$ cat src/rtl/mac_pkg.sv
package mac_pkg;
  typedef enum logic [2:0] {
    CMD_MAC = 3'd0,
    CMD_CLR = 3'd1,
    CMD_LDH = 3'd2,
    CMD_LDL = 3'd3,
    CMD_RDH = 3'd4,
    CMD_RDL = 3'd5
  } mac_cmd_e;

  localparam logic [2:0] CMD_LAST = 3'd5;
endpackage

$ cat src/rtl/mac_seq.sv
// Command sequencer: accepts a strobe when idle, counts the fixed latency
// and produces the completion edge (fire) and the done pulse.
module mac_seq
  import mac_pkg::*;
#(
  parameter int LAT_MAC  = 4,
  parameter int LAT_LOAD = 2,
  parameter int LAT_READ = 1
) (
  input  logic     clk,
  input  logic     rst,
  input  logic     start,
  input  logic [2:0] cmd,
  output logic     accept,
  output logic     fire,
  output mac_cmd_e fire_cmd,
  output logic     busy,
  output logic     done
);
  localparam int LAT_MAX = (LAT_MAC > LAT_LOAD) ? LAT_MAC : LAT_LOAD;
  localparam int CNT_W   = $clog2(LAT_MAX + 1);

  logic [CNT_W-1:0] cnt;
  logic [CNT_W-1:0] lat_sel;
  mac_cmd_e         cmd_q;

  always_comb begin
    case (cmd)
      CMD_MAC:          lat_sel = CNT_W'(LAT_MAC);
      CMD_RDH, CMD_RDL: lat_sel = CNT_W'(LAT_READ);
      default:          lat_sel = CNT_W'(LAT_LOAD);
    endcase
  end

  assign accept   = start && !busy && (cmd <= CMD_LAST);
  assign fire     = (accept && lat_sel == CNT_W'(1)) || (busy && cnt == CNT_W'(1));
  assign fire_cmd = busy ? cmd_q : mac_cmd_e'(cmd);

  always_ff @(posedge clk) begin
    if (rst) begin
      busy  <= 1'b0;
      done  <= 1'b0;
      cnt   <= '0;
      cmd_q <= CMD_MAC;
    end else begin
      done <= fire;
      if (accept && lat_sel > CNT_W'(1)) begin
        busy  <= 1'b1;
        cnt   <= lat_sel - CNT_W'(1);
        cmd_q <= mac_cmd_e'(cmd);
      end else if (busy) begin
        if (cnt == CNT_W'(1)) busy <= 1'b0;
        cnt <= cnt - CNT_W'(1);
      end
    end
  end
endmodule

$ cat src/rtl/mac_mul.sv
// Registered signed multiplier; product captured at the accept edge.
module mac_mul #(
  parameter int OP_W = 16
) (
  input  logic                   clk,
  input  logic                   rst,
  input  logic                   load,
  input  logic [OP_W-1:0]        op_a,
  input  logic [OP_W-1:0]        op_b,
  output logic signed [2*OP_W-1:0] prod
);
  always_ff @(posedge clk) begin
    if (rst)       prod <= '0;
    else if (load) prod <= $signed(op_a) * $signed(op_b);
  end
endmodule

$ cat src/rtl/mac_acc.sv
// Accumulator storage, update on the completion edge and read-back mux.
module mac_acc
  import mac_pkg::*;
#(
  parameter int OP_W   = 16,
  parameter int WORD_W = 32,
  parameter int ACC_W  = 42
) (
  input  logic               clk,
  input  logic               rst,
  input  logic               accept,
  input  logic               fire,
  input  mac_cmd_e           fire_cmd,
  input  logic [WORD_W-1:0]  din,
  input  logic [2*OP_W-1:0]  prod,
  output logic [WORD_W-1:0]  dout
);
  localparam int HI_W   = ACC_W - WORD_W;
  localparam int PROD_W = 2 * OP_W;

  logic [ACC_W-1:0]  acc;
  logic [ACC_W-1:0]  sum;
  logic [WORD_W-1:0] din_q;
  logic [WORD_W-1:0] hi_ext;

  assign sum    = acc + {{(ACC_W-PROD_W){prod[PROD_W-1]}}, prod};
  assign hi_ext = {{(WORD_W-HI_W){acc[ACC_W-1]}}, acc[ACC_W-1:WORD_W]};

  always_ff @(posedge clk) begin
    if (rst) begin
      acc   <= '0;
      din_q <= '0;
      dout  <= '0;
    end else begin
      if (accept) din_q <= din;
      if (fire) begin
        case (fire_cmd)
          CMD_MAC: acc <= sum;
          CMD_CLR: acc <= '0;
          CMD_LDH: acc[ACC_W-1:WORD_W] <= din_q[HI_W-1:0];
          CMD_LDL: acc[WORD_W-1:0] <= din_q;
          CMD_RDH: dout <= hi_ext;
          CMD_RDL: dout <= acc[WORD_W-1:0];
          default: ;
        endcase
      end
    end
  end
endmodule

$ cat src/rtl/mac_acc_unit.sv
module mac_acc_unit
  import mac_pkg::*;
#(
  parameter int OP_W     = 16,
  parameter int WORD_W   = 32,
  parameter int ACC_W    = 42,
  parameter int LAT_MAC  = 4,
  parameter int LAT_LOAD = 2,
  parameter int LAT_READ = 1
) (
  input  logic              clk,
  input  logic              rst,
  input  logic              start,
  input  logic [2:0]        cmd,
  input  logic [OP_W-1:0]   op_a,
  input  logic [OP_W-1:0]   op_b,
  input  logic [WORD_W-1:0] din,
  output logic              busy,
  output logic              done,
  output logic [WORD_W-1:0] dout
);
  logic                   accept;
  logic                   fire;
  mac_cmd_e               fire_cmd;
  logic [2*OP_W-1:0]      prod;

  mac_seq #(
    .LAT_MAC (LAT_MAC),
    .LAT_LOAD(LAT_LOAD),
    .LAT_READ(LAT_READ)
  ) u_seq (
    .clk     (clk),
    .rst     (rst),
    .start   (start),
    .cmd     (cmd),
    .accept  (accept),
    .fire    (fire),
    .fire_cmd(fire_cmd),
    .busy    (busy),
    .done    (done)
  );

  mac_mul #(.OP_W(OP_W)) u_mul (
    .clk (clk),
    .rst (rst),
    .load(accept),
    .op_a(op_a),
    .op_b(op_b),
    .prod(prod)
  );

  mac_acc #(
    .OP_W  (OP_W),
    .WORD_W(WORD_W),
    .ACC_W (ACC_W)
  ) u_acc (
    .clk     (clk),
    .rst     (rst),
    .accept  (accept),
    .fire    (fire),
    .fire_cmd(fire_cmd),
    .din     (din),
    .prod    (prod),
    .dout    (dout)
  );
endmodule

$ cat config.mk
export PLATFORM = sky130hd
export DESIGN_NAME = mac_acc_unit
export DESIGN_NICKNAME = d
export VERILOG_FILES = /design/src/rtl/mac_pkg.sv /design/src/rtl/mac_seq.sv /design/src/rtl/mac_mul.sv /design/src/rtl/mac_acc.sv /design/src/rtl/mac_acc_unit.sv
export SDC_FILE = /design/constraint.sdc
export NUM_CORES = 1
export LEC_CHECK = 0
export BUFFER_PORTS_ARGS = -buffer_cell sky130_fd_sc_hd__buf_2
export CAP_MARGIN = 5
export CORE_AREA = 2 2 173 242
export CTS_CLUSTER_SIZE = 16
export DETAILED_ROUTE_END_ITERATION = 12
export DIE_AREA = 0 0 175 244
export GPL_TIMING_DRIVEN = 0
export PLACE_DENSITY = 0.72
export SLEW_MARGIN = 40
export SYNTH_ARGS = -nofsm -noshare
export SYNTH_HDL_FRONTEND = slang
export SYNTH_HIERARCHICAL = 1
export SYNTH_SLANG_ARGS = --single-unit
$ cat constraint.sdc
create_clock -name clk -period 6.4 [get_ports clk]
set_input_delay 0.96 -clock clk [delete_from_list [all_inputs] [get_ports clk]]
set_output_delay 0.96 -clock clk [all_outputs]
set_load 0.02 [all_outputs]
After elaboration in Yosys (flattened, before gate mapping)
Index checks and enable logic that the tools add are counted.
{ "totals": {"regBits": 146, "input_bits": 70, "word_cells": 51} }
{ "classes": {"addsub": 3, "multipliers": 1, "magnitude_cmp": 2, "eq_ne": 9, "muxes": 10, "n_reduce_logical": 17} }
{ "op_table": {"columns": ["op", "n"], "rows": [
  ["$pmux 32 s3", 1],
  ["$pmux 32 s2", 1],
  ["$add 42x42->42", 1],
  ["$mul 16x16->32", 1],
  ["$pmux 10 s3", 1],
  ["$eq 3x3->1 const B", 4],
  ["$eq 3x1->1 const B", 3],
  ["$mux 3", 3],
  ["$eq 3x2->1 const B", 2],
  ["$logic_not 3->1", 2],
  ["$pmux 3 s2", 1],
  ["$reduce_and 2->1", 3],
  ["$reduce_bool 3->1", 2],
  ["$sub 3x1->3 const B", 2],
  ["$logic_and 1x1->1", 5],
  ["$reduce_bool 2->1", 2],
  ["$gt 3x1->1 const B", 1],
  ["$le 3x3->1 const B", 1],
  ["$mux 1", 3],
  ["$reduce_or 2->1", 1],
  ["$logic_not 1->1", 1],
  ["$logic_or 1x1->1", 1]
]} }

Logic depth before layout (Yosys ltp)
{ "logic_depth": {"ltp_word": 7, "ltp_mapped": 23, "depth_no_buf": 21} }

By module
The synthesis kept the hierarchy.
{ "by_module_without_submodules": {"columns": ["module", "n_inst", "cells_each", "area_each_um2", "seq_area_each_um2"], "rows": [
  ["mac_mul", 1, 1218, 11038.1, 640.6],
  ["mac_acc", 1, 805, 6545.0, 2122.0],
  ["mac_seq", 1, 45, 414.1, 160.2]
]} }

Worst setup path after synthesis
OpenSTA, ideal clock, no wires.
{ "synth_timing": {"path_kind": "input to register", "from": "input port op_a[15]", "to": "register u_mul.prod[28]", "setup_ns": 0.138, "arrival_time_ns": 6.479, "setup_slack_ns": -0.217, "cell_stages": 20, "path_cell_list": "clkbuf_1 > nand2_1 > inv_1 > fa_1 > fa_1 > fa_1 > fa_1 > fa_1 > inv_1 > fa_1 > inv_1 > ha_1 > a21o_1 > a31oi_1 > o21ai_1 > a311oi_1 > nand2_1 > a41oi_1 > mux2i_1 > o311ai_1"} }
{ "synth_via": {"elab_chain_len": 1} }
{ "synth_lines": {"columns": ["item", "line_no", "text"], "rows": [
  ["from (decl)", "mac_acc_unit.sv:15", "input logic [OP_W-1:0] op_a,"],
  ["$mul 16x16->32", "mac_mul.sv:14", "else if (load) prod <= $signed(op_a) * $signed(op_b);"],
  ["to (signal assigned)", "mac_mul.sv:14", null],
  ["to (decl)", "mac_mul.sv:10", "output logic signed [2*OP_W-1:0] prod"]
]} }
Every way passes these cells.
A chain may end at the register's enable or synchronous reset.

Final worst setup path
{ "layout_timing": {"from": "input port op_b[15]", "to": "register u_mul.prod[30]"} }
{ "layout_via": {"elab_chain_len": 1} }
{ "layout_lines": {"columns": ["item", "line_no", "text"], "rows": [
  ["from (decl)", "mac_acc_unit.sv:16", "input logic [OP_W-1:0] op_b,"],
  ["$mul 16x16->32", "mac_mul.sv:14", null]
]} }
Every way passes these cells.

==> impl_metrics.env <==
export IMPL_initialDrtViolationCount=800
export IMPL_regArea_sq_um=2923
export IMPL_fmax_ghz=0.1592
export IMPL_grt_overflow_total=0
export IMPL_die_y_um=244
export IMPL_timing_final_ws_setup_ns=0.1199
export IMPL_ys_warn_count=6
export IMPL_synth_cell_types=83
export IMPL_final_util_pct=49.83
export IMPL_end_kind="register"
export IMPL_port_buffers=103
export IMPL_cp_num_buf_inv=5
export IMPL_io_pins=104
export IMPL_crit_family="adder cells"
export IMPL_worst_slew_pin_transition_ns=0.8310
export IMPL_start_util_pct=44.56
export IMPL_max_stage_delay_ns=0.54
export IMPL_synth_main_ff_cell="dfxtp_1"
export IMPL_vias=15040
export IMPL_grt_pass1_wl_um=83040
export IMPL_crit_slowest_cell="fa_1"
export IMPL_antenna_found_initial=0
export IMPL_skew_ns=0.01133
export IMPL_setup_violations_final=0
export IMPL_ant_nets=0
export IMPL_cts_inserted_buffers=17
export IMPL_grtUsageTotal_pct=24.65
export IMPL_ys_ff_latch=146
export IMPL_period_needed_ns=6.280
export IMPL_rows=87
export IMPL_critPathLaunchType="input port"
export IMPL_relSlewSlack_pct=44.60
export IMPL_drt_total_wl_um=52020
export IMPL_grt_max_degree=18
export IMPL_routed_via_density=5.511
export IMPL_worst_ep_arrival_time_ns=6.64
export IMPL_dieArea_sq_um=42700
export IMPL_htreeDepth=4
export IMPL_finalCritPeriodShare_pct=98.13
export IMPL_cts_tree="yes"
export IMPL_cp_required_ns=6.76
export IMPL_critPathMaxFanout=10
export IMPL_clk_latency_ns=0.43
export IMPL_layout_commonest_cell="inv_1"
export IMPL_hold_violations=0
export IMPL_synth_edf_count=0
export IMPL_status="completed"
export IMPL_multiInputGateArea_sq_um=13740
export IMPL_final_nets=2641
export IMPL_avgRoutedWirePerCell_um=19.06
export IMPL_final_cell_mix="inv_1, fa_1, nand2_1"
export IMPL_die_width_um=175
export IMPL_syn_area_sq_um=18000
export IMPL_yosysSeqAreaShare_pct=16.24
export IMPL_dpl_hpwl_um=43590
export IMPL_clock_path_buffers=2
export IMPL_drtPass1Iterations=5
export IMPL_clk_pin_slew_worst_paths_ns=0.06
export IMPL_dp_slack_ns=-1.105
export IMPL_clock_sinks=146
export IMPL_drv_slew=0
export IMPL_crit_type="input port to register"
export IMPL_cp_common_cell="fa_1"
export IMPL_drc=0
export IMPL_gp_congestion=0.9890
export IMPL_core_area_sq_um=40390
export IMPL_grt_pass1_vias=15890
export IMPL_drive_above_1_share_pct=10.38
export IMPL_area_delta_synth_final_pct=11.83
export IMPL_hold_path_class="register to register"
export IMPL_cts_root_buf="clkbuf_16"
export IMPL_synthCells=2068
export IMPL_cap_violations=0
export IMPL_fillers=3799
export IMPL_crit_chain="buf_2 > inv_1 > clkbuf_2 > nor2_1 > fa_1 > fa_1 > fa_1 > fa_1 > fa_1 > inv_1 > fa_1 > inv_1 > ha_1 > nand4_1 > nor4_1 > a311oi_2 > nand2_2 > a41oi_1 > or4_1 > nand3_1"
export IMPL_syn_nets=2526
export IMPL_rsz0062_at_grt="yes"
export IMPL_diodes=0
export IMPL_synthArstFlopShare_pct=0
export IMPL_synth_avg_cell_area_sq_um=8.703
## state kept, by name (all words and copies together) (netlist names)
name         flops
u_acc/din_q     32
u_seq/busy       1
u_acc/dout      32
u_seq/cmd_q      3
u_mul/prod      32
u_acc/acc       42
u_seq/cnt        3
u_seq/done       1
## logic make-up (layout without fill, tap and decap cells)
kind of cell               Yosys count  count (layout)  synth area share, %
muxes                               67              67                3.740
and+or+nand+nor                    680             680                18.24
DFF                                146             146                16.24
xor gates and xnor gates            63              63                3.066
AOI/OAI and AO/OA                  322             322                12.31
adders and majority gates          388             388                37.94
buffers and inverters              402             530                8.468
## worst min-delay path, stage by stage, from the launching register on
cell     delay (ns)
dfxtp_1        0.31
nand2_1        0.06
o22ai_1        0.06
## area by class of cell
class | count | share of cell area [%]
buffer | 91 | 2.537
clock buffer | 17 | 2.114
inverter | 301 | 5.614
clock inverter | 15 | 0.8455
timing repair buffer | 106 | 2.785
tap | 534 | 3.320
multi-input combinational | 1520 | 68.26
sequential | 146 | 14.52
## synth_stat cells, types with 4 or more instances
cell	number	area (sq um)
o21ai_1	16	80.08
a221oi_1	17	148.9
clkbuf_1	85	319.1
nand2b_1	15	93.84
a211oi_1	26	195.2
nand4_1	7	43.79
nor3b_1	6	45.04
a21oi_1	104	520.5
nand3_1	35	175.2
o22ai_1	6	37.54
a22oi_1	4	30.03
o21bai_1	8	60.06
buf_2	5	25.02
dfxtp_1	146	2923
and3_1	7	43.79
mux2i_1	65	650.6
nor3_1	56	280.3
nand2_1	200	750.7
or3_1	8	50.05
o21a_1	10	75.07
nor2b_1	12	75.07
xor2_1	21	183.9
inv_1	300	1126
o21ai_0	22	110.1
and2_1	128	800.8
ha_1	125	1564
a31oi_1	11	68.82
o211ai_1	11	82.58
a211oi_2	4	50.05
a21o_1	32	240.2
fa_1	263	5265
a311oi_1	12	105.1
buf_1	8	30.03
nor2_1	179	671.9
xnor2_1	42	367.9
## final timing paths
path | start | end | slack, ns | cells past startpoint
worst min register to register | u_mul/prod[17] | u_mul/prod[17] | 0.49 | 2
worst max-delay path | op_b[15] | u_mul/prod[30] | 0.12 | 20
worst max register to register | u_mul/prod[0] | u_acc/acc[36] | 3.17 | 11
worst min-delay path | u_mul/prod[17] | u_mul/prod[17] | 0.49 | 2
## timing repair
item | in CTS | in global routing
buffers inserted | 2 | 1
endpoints found under the setup margin | 14 | 12
gates resized for setup | 57 | 59
hold buffers | 0 | 0
pin swaps | 6 | 18
## stage by stage
stage                       TNS (ns)  hold WS, ns  std cells  cell area (sq um)
final                              0       0.4862       2730              20130
after global routing        -0.04510       0.4976       2730              20130
after CTS                 -0.0007252       0.4822       2731              19970
after detailed placement      -12.21       0.4708       2705              19190
after global placement        -10.91       0.4669       2705              19190
after floorplan                    0       0.4417       2068              18010
## layer usage
layer | track usage (%) | wire [um] | up-vias
li1 | - | - | 6950
met1 | 28.06 | 20210 | 7365
met2 | 45.29 | 26620 | 559
met3 | 2.410 | 2371 | 170
met4 | 13.04 | 2819 | 0
met5 | 0 | 0 | -
Power is left out: the tool's default activity adds up to more than one toggle a clock period on the data nets, which glitch-free logic cannot reach.
